$ cat src/rtl/simd_pkg.sv
package simd_pkg;

    // Number of bits for a lane-width code that can name every power-of-two
    // lane size from one segment up to all segments.
    function automatic int code_bits(input int nseg);
        int lg;
        lg = $clog2(nseg);
        return (lg < 1) ? 1 : $clog2(lg + 1);
    endfunction

    // Build a segment-wide saturation pattern.
    function automatic logic [63:0] clamp_pattern(input int w, input logic signed_mode,
                                                  input logic top_seg, input logic neg,
                                                  input logic sub);
        logic [63:0] p;
        p = '0;
        for (int j = 0; j < w; j++) begin
            if (!signed_mode)
                p[j] = ~sub;
            else if (top_seg && j == w - 1)
                p[j] = neg;
            else
                p[j] = ~neg;
        end
        return p;
    endfunction

endpackage

$ cat src/rtl/simd_lane_map.sv
module simd_lane_map #(
    parameter int NSEG   = 8,
    parameter int CODE_W = 2
) (
    input  logic [CODE_W-1:0] lane_sel,
    output logic [NSEG-1:0]   seg_first,
    output logic [NSEG-1:0]   seg_last
);
    localparam int LOG_NSEG = $clog2(NSEG);

    always_comb begin
        int code_c;
        int mask;
        code_c = (int'(lane_sel) > LOG_NSEG) ? LOG_NSEG : int'(lane_sel);
        mask   = (1 << code_c) - 1;
        for (int i = 0; i < NSEG; i++) begin
            seg_first[i] = ((i & mask) == 0);
            seg_last[i]  = ((i & mask) == mask);
        end
    end
endmodule

$ cat src/rtl/simd_segment.sv
module simd_segment #(
    parameter int SEG_W = 8
) (
    input  logic [SEG_W-1:0] a,
    input  logic [SEG_W-1:0] b,
    input  logic             sub,
    input  logic             cin,
    output logic [SEG_W-1:0] raw,
    output logic             cout,
    output logic             ovf_sgn,
    output logic             ovf_uns
);
    localparam int MSB = SEG_W - 1;

    logic [SEG_W-1:0] b_eff;
    logic             c_into_msb;

    always_comb begin
        b_eff         = sub ? ~b : b;
        {cout, raw}   = {1'b0, a} + {1'b0, b_eff} + {{SEG_W{1'b0}}, cin};
        c_into_msb    = a[MSB] ^ b_eff[MSB] ^ raw[MSB];
        ovf_sgn       = c_into_msb ^ cout;
        ovf_uns       = sub ? ~cout : cout;
    end
endmodule

$ cat src/rtl/simd_sat_mux.sv
module simd_sat_mux #(
    parameter int SEG_W = 8
) (
    input  logic [SEG_W-1:0] raw,
    input  logic             sat_en,
    input  logic             is_signed,
    input  logic             sub,
    input  logic             top_seg,
    input  logic             lane_ovf,
    input  logic             lane_neg,
    output logic [SEG_W-1:0] res
);
    import simd_pkg::*;

    logic [63:0] pat;

    always_comb begin
        pat = clamp_pattern(SEG_W, is_signed, top_seg, lane_neg, sub);
        res = (sat_en && lane_ovf) ? pat[SEG_W-1:0] : raw;
    end
endmodule

$ cat src/rtl/simd_sat_adder.sv
module simd_sat_adder #(
    parameter int DATA_W  = 64,
    parameter int SEG_W   = 8,
    parameter bit OUT_REG = 1'b1,
    localparam int NSEG   = DATA_W / SEG_W,
    localparam int CODE_W = simd_pkg::code_bits(DATA_W / SEG_W)
) (
    input  logic              clk,
    input  logic              rst_n,
    input  logic [DATA_W-1:0] op_a,
    input  logic [DATA_W-1:0] op_b,
    input  logic [CODE_W-1:0] lane_sel,
    input  logic              do_sub,
    input  logic              sat_en,
    input  logic              is_signed,
    output logic [DATA_W-1:0] sum_o,
    output logic [NSEG-1:0]   ovf_o
);
    logic [NSEG-1:0]   seg_first;
    logic [NSEG-1:0]   seg_last;
    logic [NSEG-1:0]   top_ovf;
    logic [NSEG-1:0]   top_neg;
    logic [NSEG-1:0]   lane_ovf;
    logic [NSEG-1:0]   lane_neg;
    logic [DATA_W-1:0] raw_sum;
    logic [DATA_W-1:0] comb_sum;

    simd_lane_map #(.NSEG(NSEG), .CODE_W(CODE_W)) u_map (
        .lane_sel  (lane_sel),
        .seg_first (seg_first),
        .seg_last  (seg_last)
    );

    for (genvar i = 0; i < NSEG; i++) begin : g_seg
        logic cin;
        logic co;
        logic o_s;
        logic o_u;

        if (i == 0) begin : g_first
            assign cin = do_sub;
        end else begin : g_chain
            assign cin = seg_first[i] ? do_sub : g_seg[i-1].co;
        end

        simd_segment #(.SEG_W(SEG_W)) u_seg (
            .a       (op_a[i*SEG_W +: SEG_W]),
            .b       (op_b[i*SEG_W +: SEG_W]),
            .sub     (do_sub),
            .cin     (cin),
            .raw     (raw_sum[i*SEG_W +: SEG_W]),
            .cout    (co),
            .ovf_sgn (o_s),
            .ovf_uns (o_u)
        );

        assign top_ovf[i] = is_signed ? o_s : o_u;
        assign top_neg[i] = op_a[i*SEG_W + SEG_W - 1];

        simd_sat_mux #(.SEG_W(SEG_W)) u_mux (
            .raw       (raw_sum[i*SEG_W +: SEG_W]),
            .sat_en    (sat_en),
            .is_signed (is_signed),
            .sub       (do_sub),
            .top_seg   (seg_last[i]),
            .lane_ovf  (lane_ovf[i]),
            .lane_neg  (lane_neg[i]),
            .res       (comb_sum[i*SEG_W +: SEG_W])
        );
    end

    // Broadcast each lane's top-segment overflow and sign down to its segments.
    always_comb begin
        logic run_ovf;
        logic run_neg;
        run_ovf = 1'b0;
        run_neg = 1'b0;
        for (int i = NSEG - 1; i >= 0; i--) begin
            if (seg_last[i]) begin
                run_ovf = top_ovf[i];
                run_neg = top_neg[i];
            end
            lane_ovf[i] = run_ovf;
            lane_neg[i] = run_neg;
        end
    end

    if (OUT_REG) begin : g_reg
        logic started;

        always_ff @(posedge clk or negedge rst_n) begin
            if (!rst_n) begin
                sum_o   <= '0;
                ovf_o   <= '0;
                started <= 1'b0;
            end else begin
                sum_o   <= comb_sum;
                ovf_o   <= lane_ovf;
                started <= 1'b1;
            end
        end


        out_reg_chk: assert property (@(posedge clk) disable iff (!rst_n)
            started |-> (sum_o == $past(comb_sum) && ovf_o == $past(lane_ovf)));
    end else begin : g_comb
        assign sum_o = comb_sum;
        assign ovf_o = lane_ovf;
    end

    for (genvar i = 1; i < NSEG; i++) begin : g_edge_chk

        lane_edge_chk: assert property (@(posedge clk) disable iff (!rst_n)
            seg_first[i] == seg_last[i-1]);
    end

    for (genvar i = 0; i < NSEG; i++) begin : g_lane_chk

        signed_ovf_chk: assert property (@(posedge clk) disable iff (!rst_n)
            (seg_last[i] && is_signed && !do_sub
             && op_a[i*SEG_W+SEG_W-1] == op_b[i*SEG_W+SEG_W-1]
             && raw_sum[i*SEG_W+SEG_W-1] != op_a[i*SEG_W+SEG_W-1]) |-> lane_ovf[i]);


        uns_sat_add_chk: assert property (@(posedge clk) disable iff (!rst_n)
            (seg_last[i] && !is_signed && !do_sub && sat_en)
            |-> (comb_sum[i*SEG_W +: SEG_W] >= op_a[i*SEG_W +: SEG_W]));
    end


    self_sub_zero_chk: assert property (@(posedge clk) disable iff (!rst_n)
        (do_sub && !sat_en && op_a == op_b) |-> (comb_sum == '0 && lane_ovf == '0));

endmodule

$ cat config.mk
export PLATFORM = sky130hd
export DESIGN_NAME = simd_sat_adder
export DESIGN_NICKNAME = d
export VERILOG_FILES = /design/src/rtl/simd_pkg.sv /design/src/rtl/simd_lane_map.sv /design/src/rtl/simd_segment.sv /design/src/rtl/simd_sat_mux.sv /design/src/rtl/simd_sat_adder.sv
export SDC_FILE = /design/constraint.sdc
export NUM_CORES = 1
export LEC_CHECK = 0
export BUFFER_PORTS_ARGS = -buffer_cell sky130_fd_sc_hd__buf_2
export CAP_MARGIN = 0
export CORE_MARGIN = 1
export CORE_UTILIZATION = 45
export DETAILED_ROUTE_END_ITERATION = 7
export GPL_TIMING_DRIVEN = 0
export PLACE_DENSITY = 0.78
export SYNTH_ARGS = -nofsm -noshare
export SYNTH_HDL_FRONTEND = slang
export SYNTH_SLANG_ARGS = --single-unit
$ cat constraint.sdc
create_clock -name clk -period 0.8 [get_ports clk]
set_input_delay 0.04 -clock clk [delete_from_list [all_inputs] [get_ports clk]]
set_output_delay 0.04 -clock clk [all_outputs]
set_load 0.01 [all_outputs]
==> run metrics <==
run status finished with violations; failing checks negative hold slack, negative setup slack; CTS Sinks 72; gr usage total 29.93%; PortBufs 204; Post-Synth XOR/XNOR Area 15.64%; maximum clock insertion buffer count 2; CP Capture Type flip-flop; Post-synth ARST share 100.0%; post-synthesis adder-cell area fraction 15.87%; compound-cell area share of the yosys netlist 19.62%; post-synthesis sequential area ratio 28.22%; DRC 0; DR vias/cell 5.449; PnR Total Power 21.46 mW; ys flop type dfrtp_1; Clock Root Buffer clkbuf_16; PwrDens 2177 nW/um^2; initial antenna violation count 2; final-layout fill cell count 1,021; cell area after synthesis 6385 sq um; final wirelength 22.01 mm; DIE HEIGHT 121.1 um; IO Pins 207; GP Congestion 0.8918; starting density of the core 46.00%; wire per inst 17.77 um; synthesized instance count 688; placed inst area 7762 sq um; Cell variety after synth 63; Hold Worst Slack -0.3501 ns; Worst IR Drop VDD 1310 uV; final worst slack -11.71 ns; slowest CP cell fa_2; Worst slew margin 30.62%; Post-Synth Simple-Gate Area 12.07%; mux share of post-synthesis cell area 4.468%; RSZ-0062 raised after global routing yes; CTS Buf Count 9; Nets 1,259; CTS clk-pin slew, worst paths 0.06 ns; Slew Viols, Final 0; Syn Area/Cell 9.280 sq um; CP most frequent cell fa_2; crit-path leading delay family adder cells; final instance area 9854 sq um; WS Path Type primary input to flip-flop; Die W 121.1 um; TritonCTS clock tree built; Synth Warn # 0; Fmax achieved 79.94 MHz; crit path launch type primary input; H-tree depth 3; Starting DRT DRC Count 366; met2 Use GR 51.71%; Core Util, Final 70.99%; Worst Tran Pin Value 1.041 ns; Tmin final 12.51 ns; die area 14,670 sq um; Hold Crit Class primary input to async pin; leakage power 4.949 nW; hpwl dp 13.71 mm; CP max FO 5; Core Box Area 13,880 sq um; final hold violations 32; largest family of logic cells by synthesized area compound AO/OA/AOI/OAI gates; total congestion overflow 0; Crit path largest cell delay 0.45 ns; Pre-Repair DR Iteration Count 6; final worst path period share 1564%; Synthesized Nets 895; first-pass GRT wire length 33.75 mm; M1 GR Usage 33.81%; final setup vio count 144; synthesized flop and latch total 72; crit path buf inv count 5; EDFF count, synth 0; maxcap violations 0; area delta synth->final 54.34%; row count 43; met3 Resource Use GR 7.284%; total number of vias 6,751; Post-DRT Antenna Nets 0; gr busiest metal met2; share of cells above drive strength 1 45.41%; Worst EP required 1.06 ns; number of global-route vias before repair 6,908; WP data arrival 12.77 ns; largest net degree at the start of global routing 41
synthesized netlist by cell type (9+ instances only):
cell type,number,area [sq um]
xor2_1,82,718.2
dfrtp_1,72,1802
o21ai_0,62,310.3
ha_1,57,713.2
nand2_1,41,153.9
a21oi_1,36,180.2
nor2_1,36,135.1
inv_1,34,127.6
xnor2_1,32,280.3
mux2i_1,27,270.3
a21o_1,23,172.7
nand2b_1,21,131.4
fa_1,15,300.3
nand3_1,13,65.06
clkbuf_1,12,45.04
a31oi_1,10,62.56
nor2b_1,10,62.56
o211ai_1,9,67.56
o21a_1,9,67.56
layer usage:
layer	vias to the layer above	part of all wire [%]	routed length [um]
li1	3152	-	-
met1	3226	39	8596
met2	297	49	10890
met3	74	7.1	1562
met4	2	4.3	948
met5	-	0.073	16
cell usage in the layout, fill, tap and decap left out, drive strengths merged, types with 32 or more instances in the layout:
master    n
o21ai    63
xor2     82
buf     358
dfrtp    72
nand2    42
ha       57
inv      34
xnor2    32
a21oi    36
nor2     39
worst paths after layout:
| check | from | end | slack [ns] | depth (start not counted) |
|---|---|---|---|---|
| max in group asynchronous | rst_n | ovf_o[6] | 0.58 | 2 |
| worst max-delay path | do_sub | sum_o[7] | -11.71 | 68 |
| worst min-delay path | rst_n | sum_o[11] | -0.35 | 1 |
| min in group clk | op_b[0] | sum_o[0] | 0.07 | 3 |
final cells by class:
class / instances / area, sq um / share of cell area [%]
Clock inverter: 6 / 82.58 / 0.8380
Buffer: 19 / 186.4 / 1.892
Antenna cell: 2 / 5.005 / 0.05079
Clock buffer: 10 / 239.0 / 2.425
Inverter: 34 / 127.6 / 1.295
Tap cell: 180 / 225.2 / 2.285
Multi-Input combinational cell: 561 / 4753 / 48.24
Timing Repair Buffer: 355 / 2434 / 24.70
Sequential cell: 72 / 1802 / 18.28
timing repair:
action	in CTS	in global routing
buffers inserted	132	23
endpoints found under the hold margin	32	32
gates cloned	2	0
gates resized for setup	116	42
pin swaps	48	27
endpoints found under the setup margin	144	144
cells by family (layout without fill, tap and decap cells):
group                    Yosys count  count (layout)
buffers and inverters             55             424
multiplexers                      28              28
other                              0               2
flip-flops                        72              72
AND/OR/NAND/NOR                  155             155
adder cells (fa/ha/maj)           72              72
AO/OA/AOI/OAI                    192             192
XOR/XNOR                         114             114
per-stage QoR:
stage	cells	setup slack, ns	TNS (ns)
after global routing	1238	-12.14	-868.13
after detailed placement	1073	-13.02	-910.50
after global placement	1072	-12.84	-958.14
after CTS	1220	-11.51	-820.30
final	1239	-11.71	-834.95
after floorplan	688	-11.21	-783.51
registers in the layout, summed over array words and instances, names as in the netlist:
register,count
sum_o,64
ovf_o,8
where the power goes:
part           switching [mW]  leakage, nW  internal, mW
clock network            1.64        0.158          2.80
registers               0.422        0.846          4.90
logic                    5.72         3.95          5.98
total                    7.78         4.95          13.7
Power figures use the tool's default switching activity.
